### src/rtl/pcu_pkg.sv
package pcu_pkg;
    // word addresses of the register port
    localparam int CNT_BASE  = 0;
    localparam int SEL_BASE  = 8;
    localparam int CTL_ADDR  = 16;
    localparam int STAT_ADDR = 17;
    localparam int CLR_ADDR  = 18;
    // event-select field positions
    localparam int EN_BIT    = 8;
    localparam int IE_BIT    = 9;
endpackage

### src/rtl/pcu_counter.sv
module pcu_counter #(
    parameter int CNT_W   = 48,
    parameter int NUM_EVT = 8,
    parameter int DATA_W  = 48
) (
    input  logic               clk,
    input  logic               rst,
    input  logic               cnt_we,
    input  logic               sel_we,
    input  logic [DATA_W-1:0]  wdata,
    input  logic [NUM_EVT-1:0] evt_in,
    input  logic               glob_en,
    output logic [CNT_W-1:0]   count,
    output logic [DATA_W-1:0]  sel_word,
    output logic               int_en,
    output logic               inc,
    output logic               ovf
);
    import pcu_pkg::*;
    localparam int SEL_W = $clog2(NUM_EVT);

    logic [CNT_W-1:0] cnt_q;
    logic [SEL_W-1:0] evt_idx_q;
    logic             loc_en_q;
    logic             ie_q;

    // step only when both enables agree and the chosen event fires
    assign inc = loc_en_q & glob_en & evt_in[evt_idx_q];
    // a write in the same cycle suppresses the step, so no wrap either
    assign ovf = inc & ~cnt_we & (&cnt_q);

    always_ff @(posedge clk) begin
        if (rst) begin
            cnt_q     <= '0;
            evt_idx_q <= '0;
            loc_en_q  <= 1'b0;
            ie_q      <= 1'b0;
        end else begin
            if (cnt_we) begin
                cnt_q <= wdata[CNT_W-1:0];
            end else if (inc) begin
                cnt_q <= cnt_q + 1'b1;
            end
            if (sel_we) begin
                evt_idx_q <= wdata[SEL_W-1:0];
                loc_en_q  <= wdata[EN_BIT];
                ie_q      <= wdata[IE_BIT];
            end
        end
    end

    always_comb begin
        sel_word              = '0;
        sel_word[SEL_W-1:0]   = evt_idx_q;
        sel_word[EN_BIT]      = loc_en_q;
        sel_word[IE_BIT]      = ie_q;
    end

    assign count  = cnt_q;
    assign int_en = ie_q;
endmodule

### src/rtl/pcu_status.sv
module pcu_status #(
    parameter int NUM_CNT = 6
) (
    input  logic               clk,
    input  logic               rst,
    input  logic [NUM_CNT-1:0] ovf,
    input  logic [NUM_CNT-1:0] clr,
    input  logic [NUM_CNT-1:0] int_en,
    output logic [NUM_CNT-1:0] status,
    output logic               irq
);
    logic [NUM_CNT-1:0] status_q;

    always_ff @(posedge clk) begin
        if (rst) begin
            status_q <= '0;
        end else begin
            // a new overflow outranks an acknowledge of the same bit
            status_q <= (status_q & ~clr) | ovf;
        end
    end

    assign status = status_q;
    assign irq    = |(status_q & int_en);
endmodule

### src/rtl/pcu_top.sv
module pcu_top #(
    parameter int NUM_CNT = 6,
    parameter int CNT_W   = 48,
    parameter int NUM_EVT = 8,
    parameter int DATA_W  = 48,
    parameter int ADDR_W  = 5
) (
    input  logic               clk,
    input  logic               rst,
    input  logic               wr_en,
    input  logic [ADDR_W-1:0]  addr,
    input  logic [DATA_W-1:0]  wdata,
    output logic [DATA_W-1:0]  rdata,
    input  logic [NUM_EVT-1:0] evt_in,
    output logic               irq
);
    import pcu_pkg::*;

    logic [NUM_CNT-1:0] glob_en_q;
    logic [NUM_CNT-1:0] status_q;
    logic [NUM_CNT-1:0] ovf_vec;
    logic [NUM_CNT-1:0] inc_vec;
    logic [NUM_CNT-1:0] ie_vec;
    logic [NUM_CNT-1:0] clr_vec;
    logic [CNT_W-1:0]   count   [NUM_CNT];
    logic [DATA_W-1:0]  sel_rd  [NUM_CNT];

    logic ctl_we;
    logic clr_we;
    assign ctl_we  = wr_en && (addr == ADDR_W'(CTL_ADDR));
    assign clr_we  = wr_en && (addr == ADDR_W'(CLR_ADDR));
    assign clr_vec = clr_we ? wdata[NUM_CNT-1:0] : '0;

    always_ff @(posedge clk) begin
        if (rst) begin
            glob_en_q <= '0;
        end else if (ctl_we) begin
            glob_en_q <= wdata[NUM_CNT-1:0];
        end
    end

    for (genvar g = 0; g < NUM_CNT; g++) begin : g_cnt
        pcu_counter #(
            .CNT_W   (CNT_W),
            .NUM_EVT (NUM_EVT),
            .DATA_W  (DATA_W)
        ) u_cnt (
            .clk      (clk),
            .rst      (rst),
            .cnt_we   (wr_en && (addr == ADDR_W'(CNT_BASE + g))),
            .sel_we   (wr_en && (addr == ADDR_W'(SEL_BASE + g))),
            .wdata    (wdata),
            .evt_in   (evt_in),
            .glob_en  (glob_en_q[g]),
            .count    (count[g]),
            .sel_word (sel_rd[g]),
            .int_en   (ie_vec[g]),
            .inc      (inc_vec[g]),
            .ovf      (ovf_vec[g])
        );
    end

    pcu_status #(.NUM_CNT(NUM_CNT)) u_stat (
        .clk    (clk),
        .rst    (rst),
        .ovf    (ovf_vec),
        .clr    (clr_vec),
        .int_en (ie_vec),
        .status (status_q),
        .irq    (irq)
    );

    always_comb begin
        rdata = '0;
        if (addr == ADDR_W'(CTL_ADDR)) begin
            rdata[NUM_CNT-1:0] = glob_en_q;
        end else if (addr == ADDR_W'(STAT_ADDR)) begin
            rdata[NUM_CNT-1:0] = status_q;
        end
        for (int i = 0; i < NUM_CNT; i++) begin
            if (addr == ADDR_W'(CNT_BASE + i)) rdata = DATA_W'(count[i]);
            if (addr == ADDR_W'(SEL_BASE + i)) rdata = sel_rd[i];
        end
    end
endmodule

### config.mk
export PLATFORM = sky130hd
export DESIGN_NAME = pcu_top
export DESIGN_NICKNAME = d
export VERILOG_FILES = /design/src/rtl/pcu_pkg.sv /design/src/rtl/pcu_counter.sv /design/src/rtl/pcu_status.sv /design/src/rtl/pcu_top.sv
export SDC_FILE = /design/constraint.sdc
export NUM_CORES = 1
export LEC_CHECK = 0
export BUFFER_PORTS_ARGS = -buffer_cell sky130_fd_sc_hd__buf_4
export CORE_MARGIN = 2
export CORE_UTILIZATION = 30
export CTS_BUF_LIST = sky130_fd_sc_hd__clkbuf_4 sky130_fd_sc_hd__clkbuf_8
export CTS_CLUSTER_DIAMETER = 100
export CTS_CLUSTER_SIZE = 28
export DETAILED_ROUTE_END_ITERATION = 8
export MAX_ROUTING_LAYER = met4
export PLACE_DENSITY_LB_ADDON = 0.25
export SYNTH_ARGS = -nofsm -noshare
export SYNTH_HDL_FRONTEND = slang
export SYNTH_SLANG_ARGS = --single-unit
### constraint.sdc
create_clock -name clk -period 3.47 [get_ports clk]
set_input_delay 0.347 -clock clk [delete_from_list [all_inputs] [get_ports clk]]
set_output_delay 0.347 -clock clk [all_outputs]
set_load 0.02 [all_outputs]
Yosys cells after proc, flatten, opt, wreduce, memory -nomap -nowiden
Index checks and enable logic that the tools add are counted.
{ "op_classes": {"n_addsub": 6, "n_mul": 0, "div_mod_pow": 0, "n_lt_le_gt_ge": 6, "n_eq_ne": 14, "shifts": 0, "muxes": 39, "bitwise_logic": 34, "n_reduce_logical": 28} }
{ "ops": {"columns": ["cell", "n"], "rows": [
  ["$mux W48", 24],
  ["$add A48 B1 Y48 const B", 6],
  ["$reduce_and A48 Y1", 6],
  ["$eq A5 B4 Y1 const B", 6],
  ["$and A1 B1 Y1", 24],
  ["$lt A3 B4 Y1 const B", 6],
  ["$bmux W1 S3", 6],
  ["$mux W6", 3],
  ["$eq A5 B5 Y1 const B", 3],
  ["$logic_and A1 B1 Y1", 14],
  ["$and A6 B6 Y6", 2],
  ["$reduce_bool A2 Y1", 6],
  ["$eq A5 B2 Y1 const B", 2],
  ["$eq A5 B3 Y1 const B", 2],
  ["$mux W1", 6],
  ["$not A1 Y1", 6],
  ["$not A6 Y6", 1],
  ["$or A6 B6 Y6", 1],
  ["$reduce_or A6 Y1", 1],
  ["$eq A5 B1 Y1 const B", 1],
  ["$logic_not A5 Y1", 1]
]} }
{ "word_totals": {"reg_bits": 330, "latch_bits": 0, "ram_bits": 0, "romBits": 0, "inputBits": 64, "output_inout_bits": 49, "wordCells": 153, "mem_count": 0} }

Longest topological paths before layout
{ "logic_depth": {"word_depth": 15, "depth_mapped": 9} }

By module
From an unflattened synthesis, not the netlist that was laid out.
{ "hier_totals": {"cells_unflattened": 3668, "area_unflattened_um2": 28546.1} }
{ "modules_own_cells": {"columns": ["module", "instances", "cells_each", "area_each_um2", "seq_area_each_um2"], "rows": [
  ["pcu_counter", 6, 450, 3706.1, 1061.0],
  ["pcu_top", 1, 940, 6072.1, 120.1],
  ["pcu_status", 1, 28, 237.7, 120.1]
]} }

Worst setup path before layout
Ideal clock, no wire load.
{ "synth_path": {"path_kind": "in2out", "startpoint": "in addr[4]", "endpoint": "out rdata[0]", "arrival_ns": 2.199, "setup_slack_ns": 0.924, "cell_stages": 9, "n_path_buf": 3, "path_cell_list": "clkbuf_1 > or2_2 > clkbuf_1 > nor3_1 > clkbuf_1 > nand2_1 > o211ai_1 > a21oi_1 > a311oi_1"} }
{ "synth_between": {"elab_chain_cells": 15} }
{ "synth_lines": {"columns": ["element", "line_no", "rtl"], "rows": [
  ["start, declared", "pcu_top.sv:11", "input logic [ADDR_W-1:0] addr,"],
  ["$eq A5 B5 Y1", "pcu_top.sv:77", "end else if (addr == ADDR_W'(STAT_ADDR)) begin"],
  ["$mux W6", "pcu_top.sv:77", null],
  ["$mux W6", "pcu_top.sv:75", "if (addr == ADDR_W'(CTL_ADDR)) begin"],
  ["$mux W48", "pcu_top.sv:81", "if (addr == ADDR_W'(CNT_BASE + i)) rdata = DATA_W'(count[i]);"],
  ["$mux W48", "pcu_top.sv:82", "if (addr == ADDR_W'(SEL_BASE + i)) rdata = sel_rd[i];"],
  ["$mux W48", "pcu_top.sv:81", null],
  ["$mux W48", "pcu_top.sv:82", null],
  ["$mux W48", "pcu_top.sv:81", null],
  ["$mux W48", "pcu_top.sv:82", null],
  ["$mux W48", "pcu_top.sv:81", null],
  ["$mux W48", "pcu_top.sv:82", null],
  ["$mux W48", "pcu_top.sv:81", null],
  ["$mux W48", "pcu_top.sv:82", null],
  ["$mux W48", "pcu_top.sv:81", null],
  ["$mux W48 (*)", "pcu_top.sv:82", null],
  ["end, declared", "pcu_top.sv:13", "output logic [DATA_W-1:0] rdata,"]
]} }
Every way passes the cells marked *; elsewhere a longest branch is shown, timed or not.

Worst setup path in the final report
{ "layout_path": {"startpoint": "reg g_cnt[5].u_cnt.evt_idx_q[1]", "endpoint": "reg u_stat.status_q[5], in the netlist u_stat.status[5]"} }
{ "layout_between": {"elab_chain_cells": 6} }
{ "layout_lines": {"columns": ["element", "line_no", "rtl"], "rows": [
  ["start, declared", "pcu_counter.sv:23", "logic [SEL_W-1:0] evt_idx_q;"],
  ["start signal, assigned", "pcu_counter.sv:45", "evt_idx_q <= wdata[SEL_W-1:0];"],
  ["$bmux W1 S3", "pcu_counter.sv:28", "assign inc = loc_en_q & glob_en & evt_in[evt_idx_q];"],
  ["$mux W1 (implied by the code)", "pcu_counter.sv:28", null],
  ["$and A1 B1 Y1", "pcu_counter.sv:28", null],
  ["$and A1 B1 Y1 (2 in series)", "pcu_counter.sv:30", "assign ovf = inc & ~cnt_we & (&cnt_q);"],
  ["$or A6 B6 Y6", "pcu_status.sv:19", "status_q <= (status_q & ~clr) | ovf;"],
  ["end signal, assigned", "pcu_status.sv:19", null],
  ["end, declared", "pcu_status.sv:12", "logic [NUM_CNT-1:0] status_q;"]
]} }
Every way passes these cells. The select of a mux whose other input is x is not followed.
A chain may end at the register's enable or synchronous reset.

==> results.json <==
{
  "crit_type": "flip-flop to flip-flop",
  "drc": 0,
  "yosysUniqueCellTypes": 64,
  "fmax_mhz": 320,
  "setup_viol": 0,
  "synthFlopType": "dfxtp_1",
  "crit_family": "simple AND/OR/NAND/NOR gates",
  "finalHoldViolations": 0,
  "synth-edff-count": 0,
  "cts_buffers": 17,
  "vias": 20900,
  "wl_per_cell_um": 26.1,
  "grt_use_total": 0.260,
  "synth_area_um2": 20100,
  "cts_sinks": 330,
  "coreArea_um2": 66100,
  "ctsResizeCount": 0,
  "netlist.area_leader.share": 0.328,
  "fin_hold_ws_ps": 19.1,
  "cp-start-kind": "flip-flop",
  "wirelength_mm": 90.9,
  "p_per_area_nw_per_um2": 293,
  "tns_ps": 0,
  "die_h_um": 263,
  "cp_num_cells": 6,
  "routabilityCongestion": 0.986,
  "yosysWarnings": 0,
  "synthToLayoutAreaGrowth_pct": 11.6,
  "crit_start": "g_cnt[5].u_cnt.evt_idx_q[1]",
  "ir_drop_mv": 0.221,
  "ys_ff_latch": 330,
  "worst_pin_slew_ps": 1120,
  "syn_nets": 2672,
  "crit_slowest_cell": "or4_2",
  "ys_seq_area_frac": 0.328,
  "syn_avg_cell_area_um2": 7.74,
  "die_x_um": 263,
  "clk_latency_ps": 670,
  "rows": 94,
  "synthTopCellsByArea": "dfxtp_1, a211oi_1, xnor2_1",
  "grt.overflow.total": 0,
  "post-route-period-util": 0.899,
  "slew_headroom": 0.252,
  "cp_num_buf_inv": 0,
  "critical_path.max_fanout": 28,
  "path_cells": "mux2i_1 > a31o_2 > or4_2 > nor4_1 > nand4_1 > a21oi_1",
  "slowest_delay_ps": 910,
  "root_buffer": "clkbuf_8",
  "ys_top_cells_by_count": "nor2_1, dfxtp_1, a211oi_1",
  "drive_above_1_share": 0.103,
  "ios": 113,
  "port_buffers": 112,
  "synth_top_area_cell": "dfxtp_1",
  "clk_pin_slew_ps": 170,
  "drtIter0Drc": 2177,
  "antenna_left": 0,
  "cellLeakagePower_nw": 6.61,
  "grt_setup_unrepaired": "false",
  "ff2ff_path_depth": 6,
  "final_nets": 2679,
  "grt_first_pass_wirelength_mm": 133,
  "cp.arrival_ps": 3690,
  "cts_tree": "yes",
  "finalCriticalPeriod_ps": 3120,
  "cp.required_ps": 4040,
  "grt_max_degree": 98,
  "hp-class": "input pin to flip-flop",
  "fin_skew_ps": 61.0,
  "cp-endpoint": "u_stat.status[5]",
  "cap_viol_max_count": 0,
  "die_area_um2": 69200,
  "antenna_found_initial": 4,
  "first_pass_iters": 6,
  "regToRegEndpoint": "u_stat.status[5]",
  "cts_max_level": 1,
  "netlist_instances": 2602,
  "initial_utilization": 0.305,
  "drt-vias-per-instance": 5.99,
  "synth.most_common_cell": "nor2_1",
  "status": "complete, no violations",
  "hpwlAfterDp_mm": 66.2,
  "rrSetupSlack_ps": 350,
  "r2r-start": "g_cnt[5].u_cnt.evt_idx_q[1]",
  "async_reset_ff_frac": 0,
  "cts_buffer_depth": 3,
  "finalMaxSlewViolations": 0,
  "grt_pass1_vias": 19100,
  "worst_setup_path_end_kind": "flip-flop"
}
-- worst min path at each step --
stage,startpoint,endpoint,slack [ps],cells after the start
2_1_floorplan,glob_en_q[4],glob_en_q[4],440,2
3_3_place_gp,glob_en_q[0],glob_en_q[0],470,2
3_5_place_dp,glob_en_q[0],glob_en_q[0],480,2
4_1_cts,wdata[21],g_cnt[0].u_cnt.count[21],0.7,3
5_1_grt,wdata[18],g_cnt[0].u_cnt.count[18],6,3
6_report,wdata[16],g_cnt[0].u_cnt.count[16],20,3
-- report_power, final --
part	total (mW)	switching [mW]	internal, mW
Sequential	3.91	0.0738	3.84
Clock	2.10	1.47	0.632
Combinational	0.574	0.402	0.172
-- stage by stage --
stage / setup WS (ps) / area [um^2] / power, mW / utilization / cells
floorplan: 924 / 20100 / 4.23 / - / 2602
global placement: 55.7 / 22100 / 4.55 / 0.334 / 3451
detailed placement: 440 / 22100 / 4.55 / 0.334 / 3452
CTS: 416 / 22500 / 6.61 / 0.340 / 3484
global route: 261 / 22500 / 6.77 / 0.340 / 3486
finish: 350 / 22500 / 6.59 / 0.340 / 3486
-- registers in the layout (all words and copies together), names as in the netlist --
signal / count
g_cnt.u_cnt.count: 288
u_stat.status: 6
g_cnt.u_cnt.loc_en_q: 6
g_cnt.u_cnt.int_en: 6
glob_en_q: 6
g_cnt.u_cnt.evt_idx_q: 18
-- worst min-delay path, cell delays in order --
cell and delay (ps):
buf_4 150, nor2_1 100, a211oi_1 50
-- layout by cell type (no fill, tap or decap), types with 24 or more instances in the layout --
| cell | instances |
|---|---|
| or3_1 | 34 |
| xnor2_1 | 198 |
| nor4_1 | 92 |
| a211oi_1 | 251 |
| dfxtp_1 | 330 |
| and4_1 | 24 |
| nand3_1 | 167 |
| buf_4 | 176 |
| mux2i_1 | 33 |
| inv_1 | 57 |
| and3_1 | 25 |
| a22oi_1 | 139 |
| nor2_1 | 353 |
| nand4_1 | 90 |
| nor3_1 | 112 |
| a311oi_1 | 32 |
| a21oi_1 | 48 |
| xor2_1 | 53 |
| nand2_1 | 165 |
| o21ai_0 | 31 |
-- layer usage --
metal	GRT usage	vias to the layer above	wire length, um	share of wire
met5	-	-	0	0
met4	0.0968	0	3980	0.044
met3	0.0325	170	6280	0.069
met1	0.345	10200	39600	0.44
met2	0.405	914	41000	0.45
li1	-	9628	-	-
-- cell type report --
cell class	instances	area (um^2)
fill	7122	43600
multi-input combinational	2011	12600
sequential	330	6610
timing repair buffer	191	1580
tap	864	1080
clock buffer	21	270
inverter	58	218
clock inverter	9	111
antenna	2	5.00
-- logic make-up (layout without fill, tap and decap cells) --
family | Yosys count | after routing | share of synthesized area
AOI/OAI and AO/OA | 549 | 549 | 0.197
buffers and inverters | 261 | 279 | 0.0499
and+or+nand+nor | 1156 | 1156 | 0.285
xor gates and xnor gates | 251 | 251 | 0.109
adders and majority gates | 6 | 6 | 0.00373
other | 0 | 2 | 0
muxes | 49 | 49 | 0.0265
DFF | 330 | 330 | 0.328
-- timing repair --
action | CTS | global route
hold buffers | 2 | 0
hold endpoints to repair | 5 | 0
buffers inserted | 0 | 0
(Power assumes the default switching activity.)
